## src/rtl/dbg_hs_pkg.sv

```systemverilog
package dbg_hs_pkg;
    typedef enum logic [1:0] {
        OP_NONE   = 2'd0,
        OP_GO     = 2'd1,
        OP_RESUME = 2'd2,
        OP_CLRERR = 2'd3
    } cmd_op_e;

    typedef enum logic [1:0] {
        DEST_ABSTRACT = 2'd0,
        DEST_PROGBUF  = 2'd1,
        DEST_RESUME   = 2'd2
    } dest_e;

    // Bit positions inside a flag byte; the ROM loop tests these.
    localparam int FLAG_GO_BIT  = 0;
    localparam int FLAG_RES_BIT = 1;

    // Build "jal x0, off".
    function automatic logic [31:0] jal_x0(input int off);
        logic [31:0] o;
        o = off;
        return {o[20], o[10:1], o[11], o[19:12], 5'd0, 7'h6F};
    endfunction
endpackage

```

## src/rtl/dbg_hs_decode.sv

```systemverilog
module dbg_hs_decode #(
    parameter int AW          = 12,
    parameter int NHARTS      = 4,
    parameter int HALTED_ADDR = 'h100,
    parameter int GOING_ADDR  = 'h104,
    parameter int RESUME_ADDR = 'h108,
    parameter int EXC_ADDR    = 'h10C,
    parameter int REDIR_ADDR  = 'h300,
    parameter int FLAG_BASE   = 'h400,
    localparam int HW = (NHARTS > 1) ? $clog2(NHARTS) : 1
) (
    input  logic          valid,
    input  logic          we,
    input  logic [AW-1:0] addr,
    input  logic [31:0]   wdata,
    output logic          st_halted,
    output logic          st_going,
    output logic          st_resuming,
    output logic          st_exc,
    output logic          id_ok,
    output logic [HW-1:0] id,
    output logic          rd_flag,
    output logic [HW-1:0] flag_idx,
    output logic          rd_redir
);
    logic wr, rd, in_window;

    always_comb begin
        wr          = valid && we;
        rd          = valid && !we;
        st_halted   = wr && (addr == AW'(HALTED_ADDR));
        st_going    = wr && (addr == AW'(GOING_ADDR));
        st_resuming = wr && (addr == AW'(RESUME_ADDR));
        st_exc      = wr && (addr == AW'(EXC_ADDR));
        id_ok       = (wdata < 32'(NHARTS));
        id          = wdata[HW-1:0];
        in_window   = addr[AW-1:8] == (AW-8)'(FLAG_BASE >> 8);
        rd_flag     = rd && in_window && (32'(addr[7:0]) < 32'(NHARTS));
        flag_idx    = addr[HW-1:0];
        rd_redir    = rd && (addr == AW'(REDIR_ADDR));
    end
endmodule

```

## src/rtl/dbg_hs_redirect.sv

```systemverilog
module dbg_hs_redirect
    import dbg_hs_pkg::*;
#(
    parameter int REDIR_ADDR = 'h300,
    parameter int ABS_ADDR   = 'h340,
    parameter int PBUF_ADDR  = 'h360,
    parameter int RES_ADDR   = 'h804
) (
    input  logic [1:0]  dest,
    output logic [31:0] word
);
    localparam logic [31:0] JAL_ABS  = jal_x0(ABS_ADDR  - REDIR_ADDR);
    localparam logic [31:0] JAL_PBUF = jal_x0(PBUF_ADDR - REDIR_ADDR);
    localparam logic [31:0] JAL_RES  = jal_x0(RES_ADDR  - REDIR_ADDR);

    always_comb begin
        case (dest)
            DEST_ABSTRACT: word = JAL_ABS;
            DEST_PROGBUF:  word = JAL_PBUF;
            default:       word = JAL_RES;
        endcase
    end
endmodule

```

## src/rtl/dbg_hs_mailbox.sv

```systemverilog
module dbg_hs_mailbox
    import dbg_hs_pkg::*;
#(
    parameter int NHARTS = 4,
    parameter int AW     = 12,
    localparam int HW = (NHARTS > 1) ? $clog2(NHARTS) : 1
) (
    input  logic              clk,
    input  logic              rst_n,
    input  logic              hb_valid,
    input  logic              hb_we,
    input  logic [AW-1:0]     hb_addr,
    input  logic [31:0]       hb_wdata,
    output logic [31:0]       hb_rdata,
    input  logic              cmd_valid,
    input  logic [1:0]        cmd_op,
    input  logic [HW-1:0]     cmd_hart,
    input  logic [1:0]        cmd_dest,
    input  logic [NHARTS-1:0] cmd_mask,
    output logic              cmd_busy,
    output logic              go_done,
    output logic [NHARTS-1:0] resume_ack,
    output logic [NHARTS-1:0] halted,
    output logic              err,
    output logic [31:0]       redirect_word
);
    typedef struct packed {
        logic [NHARTS-1:0] go;
        logic [NHARTS-1:0] res;
        logic [NHARTS-1:0] halted;
        logic              arm;
        logic              run;
        logic [HW-1:0]     go_hart;
        logic [1:0]        dest;
        logic              err;
        logic              busy;
        logic              done;
        logic [NHARTS-1:0] rack;
    } state_t;

    state_t s_d, s_q;

    logic          st_halted, st_going, st_resuming, st_exc, id_ok;
    logic          rd_flag, rd_redir;
    logic [HW-1:0] id, flag_idx;
    logic [7:0]    flag_byte;

    dbg_hs_decode #(.AW(AW), .NHARTS(NHARTS)) u_dec (
        .valid(hb_valid), .we(hb_we), .addr(hb_addr), .wdata(hb_wdata),
        .st_halted(st_halted), .st_going(st_going), .st_resuming(st_resuming),
        .st_exc(st_exc), .id_ok(id_ok), .id(id), .rd_flag(rd_flag),
        .flag_idx(flag_idx), .rd_redir(rd_redir)
    );

    dbg_hs_redirect u_redir (.dest(s_q.dest), .word(redirect_word));

    always_comb begin
        s_d      = s_q;
        s_d.busy = 1'b0;
        s_d.done = 1'b0;
        s_d.rack = '0;

        // Second half of an accepted go: raise the flag now that the word is set.
        if (s_q.arm) begin
            s_d.go[s_q.go_hart] = 1'b1;
            s_d.arm             = 1'b0;
        end

        if (st_halted && id_ok) begin
            s_d.halted[id] = 1'b1;
            if (s_q.run && s_q.go_hart == id) begin
                s_d.done = 1'b1;
                s_d.run  = 1'b0;
            end
        end

        if (st_going) begin
            if (|s_q.go) s_d.run = 1'b1;
            s_d.go = '0;
        end

        if (st_resuming && id_ok) begin
            if (s_q.res[id]) s_d.rack[id] = 1'b1;
            s_d.res[id]    = 1'b0;
            s_d.halted[id] = 1'b0;
        end

        if (cmd_valid) begin
            case (cmd_op)
                OP_GO: begin
                    if (32'(cmd_hart) < 32'(NHARTS) && s_q.halted[cmd_hart] &&
                        !s_q.arm && !(|s_q.go) && !s_q.run) begin
                        s_d.dest    = cmd_dest;
                        s_d.go_hart = cmd_hart;
                        s_d.arm     = 1'b1;
                    end else begin
                        s_d.busy = 1'b1;
                    end
                end
                OP_RESUME: s_d.res = s_d.res | (cmd_mask & s_d.halted);
                OP_CLRERR: s_d.err = 1'b0;
                default: ;
            endcase
        end

        if (st_exc) s_d.err = 1'b1;
    end

    always_ff @(posedge clk or negedge rst_n) begin
        if (!rst_n) begin
            s_q      <= '0;
            s_q.dest <= DEST_RESUME;
        end else begin
            s_q <= s_d;
        end
    end

    always_comb begin
        flag_byte                = '0;
        flag_byte[FLAG_GO_BIT]  = s_q.go[flag_idx];
        flag_byte[FLAG_RES_BIT] = s_q.res[flag_idx];
        if (rd_flag)       hb_rdata = {24'd0, flag_byte};
        else if (rd_redir) hb_rdata = redirect_word;
        else               hb_rdata = '0;
    end

    assign cmd_busy   = s_q.busy;
    assign go_done    = s_q.done;
    assign resume_ack = s_q.rack;
    assign halted     = s_q.halted;
    assign err        = s_q.err;

    // a single hart may hold GO
    assert_go_single_R4: assert property (@(posedge clk) disable iff (!rst_n)
        $onehot0(s_q.go));

    // redirect word settled in the cycle before GO rises
    assert_redirect_first_R5: assert property (@(posedge clk) disable iff (!rst_n)
        $rose(|s_q.go) |-> $stable(redirect_word));

    // done only when the go hart is back in the halted state
    assert_done_halted_R7: assert property (@(posedge clk) disable iff (!rst_n)
        go_done |-> halted[s_q.go_hart]);

    // error drops only on an explicit clear
    assert_err_sticky_R10: assert property (@(posedge clk) disable iff (!rst_n)
        $fell(err) |-> $past(cmd_valid && cmd_op == OP_CLRERR));

    for (genvar h = 0; h < NHARTS; h++) begin : g_hart_chk
        // a resume flag appears only on a halted hart
        assert_resume_halted_R8: assert property (@(posedge clk) disable iff (!rst_n)
            $rose(s_q.res[h]) |-> halted[h]);
        // an acknowledged hart is no longer halted
        assert_ack_running_R9: assert property (@(posedge clk) disable iff (!rst_n)
            resume_ack[h] |-> !halted[h]);
    end
endmodule

```

## config.mk

```make
export PLATFORM = sky130hd
export DESIGN_NAME = dbg_hs_mailbox
export DESIGN_NICKNAME = d
export VERILOG_FILES = /design/src/rtl/dbg_hs_pkg.sv /design/src/rtl/dbg_hs_decode.sv /design/src/rtl/dbg_hs_redirect.sv /design/src/rtl/dbg_hs_mailbox.sv
export SDC_FILE = /design/constraint.sdc
export NUM_CORES = 1
export LEC_CHECK = 0
export BUFFER_PORTS_ARGS = -buffer_cell sky130_fd_sc_hd__buf_2
export CAP_MARGIN = 20
export CORE_MARGIN = 3
export CORE_UTILIZATION = 44
export DETAILED_ROUTE_END_ITERATION = 10
export PLACE_DENSITY_LB_ADDON = 0.25
export REMOVE_ABC_BUFFERS = 1
export SLEW_MARGIN = 20
export SYNTH_ARGS = -nofsm -noshare
export SYNTH_HDL_FRONTEND = slang
export SYNTH_SLANG_ARGS = --single-unit
```

## constraint.sdc

```tcl
create_clock -name clk -period 4.4 [get_ports clk]
set_input_delay 1.1 -clock clk [delete_from_list [all_inputs] [get_ports clk]]
set_output_delay 1.1 -clock clk [all_outputs]
set_load 0.03 [all_outputs]
```

After elaboration in Yosys (flattened, before gate mapping). Cells that the tools add are included.

Order comparisons: 8. Equality and inequality tests: 11. Multiplexer cells: 37. Bitwise operators: 7. Reduce and logical (&&, ||, !) cells: 28.

Operators by type and width (number): 32-bit 2-to-1 mux (2); 31-bit one-hot mux with 2 select lines (1); 12-bit by 9-bit equality test with 1-bit output, second input constant (4); 32-bit by 3-bit < comparator with 1-bit output, second input constant (1); 4-bit 2-to-1 mux (7); 1-bit 2-to-1 mux (19); 1-bit logical AND (17); 4-bit AND (3); 12-bit by 10-bit equality test with 1-bit output, second input constant (1); 2-bit by 3-bit < comparator with 1-bit output, second input constant (4); 4-bit OR (3); 1-bit binary-select mux with 2-bit select (4); 8-bit by 3-bit < comparator with 1-bit output, second input constant (1); 8-bit 2-to-1 mux (1); 2-bit nonzero test (3); 1-bit demux with 2-bit select (2); 2-bit by 1-bit equality test with 1-bit output, second input constant (2); 2-bit equality test, second input constant (2); 4-bit by 3-bit equality test with 1-bit output, second input constant (1); 2-bit by 1-bit >= comparator with 1-bit output, second input constant (2); 1-bit logical NOT (4); 4-bit inverter (1); 4-bit OR reduction (1); 3-bit AND reduction (1); other kinds (4) (4).

Flip-flop bits (word level): 25. Output and inout port bits: 75.

Logic depth before layout (Yosys ltp).
Depth in word-level cells: 12. Mapped depth: 7. Mapped depth without buffers: 6.

Modules after synthesis. A second synthesis with hierarchy kept.

Cell total of the unflattened synthesis: 197. Area, all modules: 1900.6 um^2.

Modules (own cells, without submodules): dbg_hs_mailbox (instances 1, cells an instance 131, area each 1446.4 um^2, seq. area each 626.9 um^2); dbg_hs_redirect (instances 1, cells an instance 34, area each 239.0 um^2, seq. area each 0.0 um^2); dbg_hs_decode (instances 1, cells an instance 32, area each 215.2 um^2, seq. area each 0.0 um^2).

Worst setup path before layout. Ideal clock, no wire load.

Kind: input to output. From: input hb_addr[2]. To: output hb_rdata[28]. Data arrival time: 2773 ps. Setup slack: 527 ps. Stages: 7. Buffers on the path: 2. Path through: or2_2 clkbuf_1 nor2_1 nand3_1 or2_2 nor2_1 buf_4.

Longest elaborated chain between the ends: 4. Elaborated cells on any way between the ends: 6. Those cells by class: 1 x order compare; 1 x eq/ne; 2 x mux; 2 x reduce/logical.

Ends and longest elaborated chain: start: declaration (RTL line dbg_hs_mailbox.sv:12) `input logic [AW-1:0] hb_addr,`; parallel branches: the longest is 3 deep, another holds 8-bit by 3-bit < comparator with 1-bit output; 32-bit 2-to-1 mux (*) (RTL line dbg_hs_mailbox.sv:122) `if (rd_flag) hb_rdata = {24'd0, flag_byte};`; end: declaration (RTL line dbg_hs_mailbox.sv:14) `output logic [31:0] hb_rdata,`.

Every way passes the cells marked *.

Worst setup path in the final report.
From: input hb_addr[2]. To: output hb_rdata[25].

The elaborated chain is that of the path after synthesis.

==> reports/results.tsv <==
stage	metric	value	unit
worst_setup_path	crit path from	hb_addr[2]	
route	metal3 WL	466	um
yosys	Post-synth ARST share	100.0	%
timing	Fmax achieved	273.8	MHz
route	final antenna-violating net count	0	
clocking	clock sinks	25	
yosys	Synth top cells by count	63 x buf_4, 24 x dfrtp_1, 17 x nor2_1	
clocking	Post-CTS Setup Bufs	0	
global_route	Overflow after GRT	0	
final_layout	Final Instance Count excl. Fillers	324	
clocking	# H-tree levels	1	
floorplanning	standard-cell rows	23	
timing	RSZ-0062 raised after global routing	no	
route	Iter 0 DRT Violations	33	
floorplanning	die area	5060	um2
route	highest metal used	met4	
floorplanning	I/O Pins	134	
global_route	pin count of the biggest net entering global routing	26	
route	routed len/inst	12.55	um
final_layout	antenna fix cells	0	
timing	Final Setup Violations	0	
place	DP HPWL	3.408	mm
clocking	Post-CTS Resized	0	
timing	Final Hold Fails	0	
route	final wirelength	4.066	mm
timing	hold_ws	0.5063	ns
power_and_ir_drop	P_leak	1.116	nW
job	Maximum Capacitance Violations	0	
yosys	number of synthesis warnings	0	
global_route	GR Util All Layers	15.90	%
clocking	clock buffer count from CTS	3	
global_route	initial antenna violation count	0	
yosys	Synth area leader	dfrtp_1	
clocking	Clock Pin Slew Worst Setup and Hold Paths	0.08	ns
run_status	outcome	finished, final reports clean	
timing	Layout Skew	0.006522	ns
worst_hold_path	hold path startpoint	err	
clocking	CTS tree	done	
yosys	sequential share of the synthesized area	33.58	%
yosys	share of the synthesized area in the top cell type	32.17	%
yosys	Syn Area/Cell	8.975	um2
floorplanning	Die W	71.14	um
timing	Slew @ Worst Pin	0.9088	ns
yosys	Seq cells post-synth	25	
worst_hold_path	hold crit path type	reg2reg	
power_and_ir_drop	total power	0.4723	mW
worst_setup_path	required time of the critical path	3.30	ns
yosys	number of flops mapped to enable cells by yosys	0	
timing	fin crit share	83.01	%
floorplanning	Placeable Area	4058	um2
final_layout	ratio of cells with drive above 1 in the final layout	36.86	%
timing	Slew HR	38.95	%
floorplanning	Initial Util	46.01	%
final_layout	Nets	334	
yosys	top-count cell post-synth	buf_4	
place	placed cell count	320	
final_layout	Area Growth Syn to Fin	11.13	%
yosys	top_reg_cell synth	dfrtp_1	
clocking	hold buffer count at cts	0	
power_and_ir_drop	peak supply drop	0.00009398	V
route	DR WL met2	1.919	mm
global_route	vias in the first global route	1415	
final_layout	final cell utilization of the core	51.13	%
worst_setup_path	crit path max fanout	6	
yosys	largest cells by area after synthesis	dfrtp_1 32%, buf_4 25%, nor4_1 4.0%	
floorplanning	Die Span Y	71.14	um
yosys	library cells used by synthesis	37	
route	Via Count	1544	
clocking	Root Buffer	clkbuf_8	
power_and_ir_drop	Cell Pwr Density	227.7	nW/um2
worst_setup_path	crit end category	output port	
place	Placer Congestion	0.8228	
clocking	CTS max path bufs	2	
route	met1 WL	1.640	mm
route	drt first pass iters	4	
worst_setup_path	path type of the worst setup path	in2out	
worst_setup_path	Startpoint Class	input port	
global_route	global-route wire length before repair	6.389	mm
timing	setup TNS	0	ns
yosys	Syn Inst Count	208	
timing	min Tclk post-route	3.653	ns
timing	Slew Limit Fails	0	
route	number of vias per cell	4.765	
yosys	Post-Synthesis Cell Area	1867	um2
place	PortBufs	85	
worst_setup_path	Critical Path AT	2.55	ns
clocking	clk_lat worst skew	0.27	ns
route	# DRC	0	
worst_setup_path	Reg-to-Reg Start	s_q[22]	
## final cells by class
cell class | instances | area [um2]
Inverter | 7 | 26.28
Sequential cell | 25 | 626.9
Clock buffer | 4 | 45.04
Multi-Input combinational cell | 153 | 888.4
Fill cell | 418 | 1983
Timing Repair Buffer | 85 | 425.4
Tap cell | 50 | 62.56
## registers in the layout, indices dropped and copies added (netlist names)
register,cells
cmd_busy,1
go_done,1
resume_ack,4
err,1
s_q,14
halted,4
## placed cells by master (no fill, tap or decap), types with 2 or more instances in the layout
cell / count
nor4_1: 12
dfrtp_1: 24
nand3_1: 3
or3_1: 2
or2_2: 3
nor3_1: 10
nor2b_1: 2
conb_1: 48
a21oi_1: 10
xnor2_1: 2
mux2_2: 4
inv_1: 7
a211oi_1: 4
mux4_1: 2
and4b_1: 2
nand2b_1: 2
nor3b_1: 2
a31oi_1: 4
nor2_1: 17
nor4b_4: 2
nand2_1: 11
clkbuf_8: 3
buf_2: 85
## layer usage
| layer | vias up | global-route usage (%) |
|---|---|---|
| met1 | 708 | 19.96 |
| met2 | 92 | 27.19 |
| li1 | 742 | - |
| met3 | 2 | 3.125 |
| met5 | - | 0 |
| met4 | 0 | 5.637 |
## metrics by stage
stage          setup slack [ns]  cell area [um2]
2_1_floorplan            0.2156             1541
3_3_place_gp             0.7636             2029
3_5_place_dp             0.7318             2029
4_1_cts                  0.7276             2074
5_1_grt                  0.6224             2074
6_report                 0.7474             2074
## cell families after synthesis
group / after synthesis / share of synthesized area (%)
buf+inv: 76 / 28.08
flops: 25 / 33.58
simple gates: 76 / 24.26
xor+xnor: 2 / 0.9385
mux: 7 / 6.434
compound gates: 20 / 6.300
other cells: 2 / 0.4023
## critical path, stage by stage
cell and delay (ns):
buf_2 0.11, or2_2 0.35, nor2_1 0.11, nand3_1 0.11
or2_2 0.34, inv_1 0.11, and2_1 0.13, buf_2 0.19
## path summary, 6_finish.rpt
| path | cells after the start | slack, ns | to |
|---|---|---|---|
| worst max-delay path | 8 | 0.75 | hb_rdata[25] |
| worst min-delay path | 2 | 0.51 | err |
| worst max register to register | 4 | 2.49 | s_q[7] |
| worst min register to register | 2 | 0.51 | err |
| max in group asynchronous | 1 | 3.21 | s_q[8] |
| min in group asynchronous | 1 | 0.82 | resume_ack[0] |
## power by group
group          leakage (nW)  internal [mW]  switching [mW]
Clock                0.0228         0.0647          0.0716
Sequential            0.324          0.230        0.000242
Combinational         0.769         0.0260          0.0797
Total                  1.12          0.321           0.152
No activity file was read; power rests on OpenSTA's default activity.
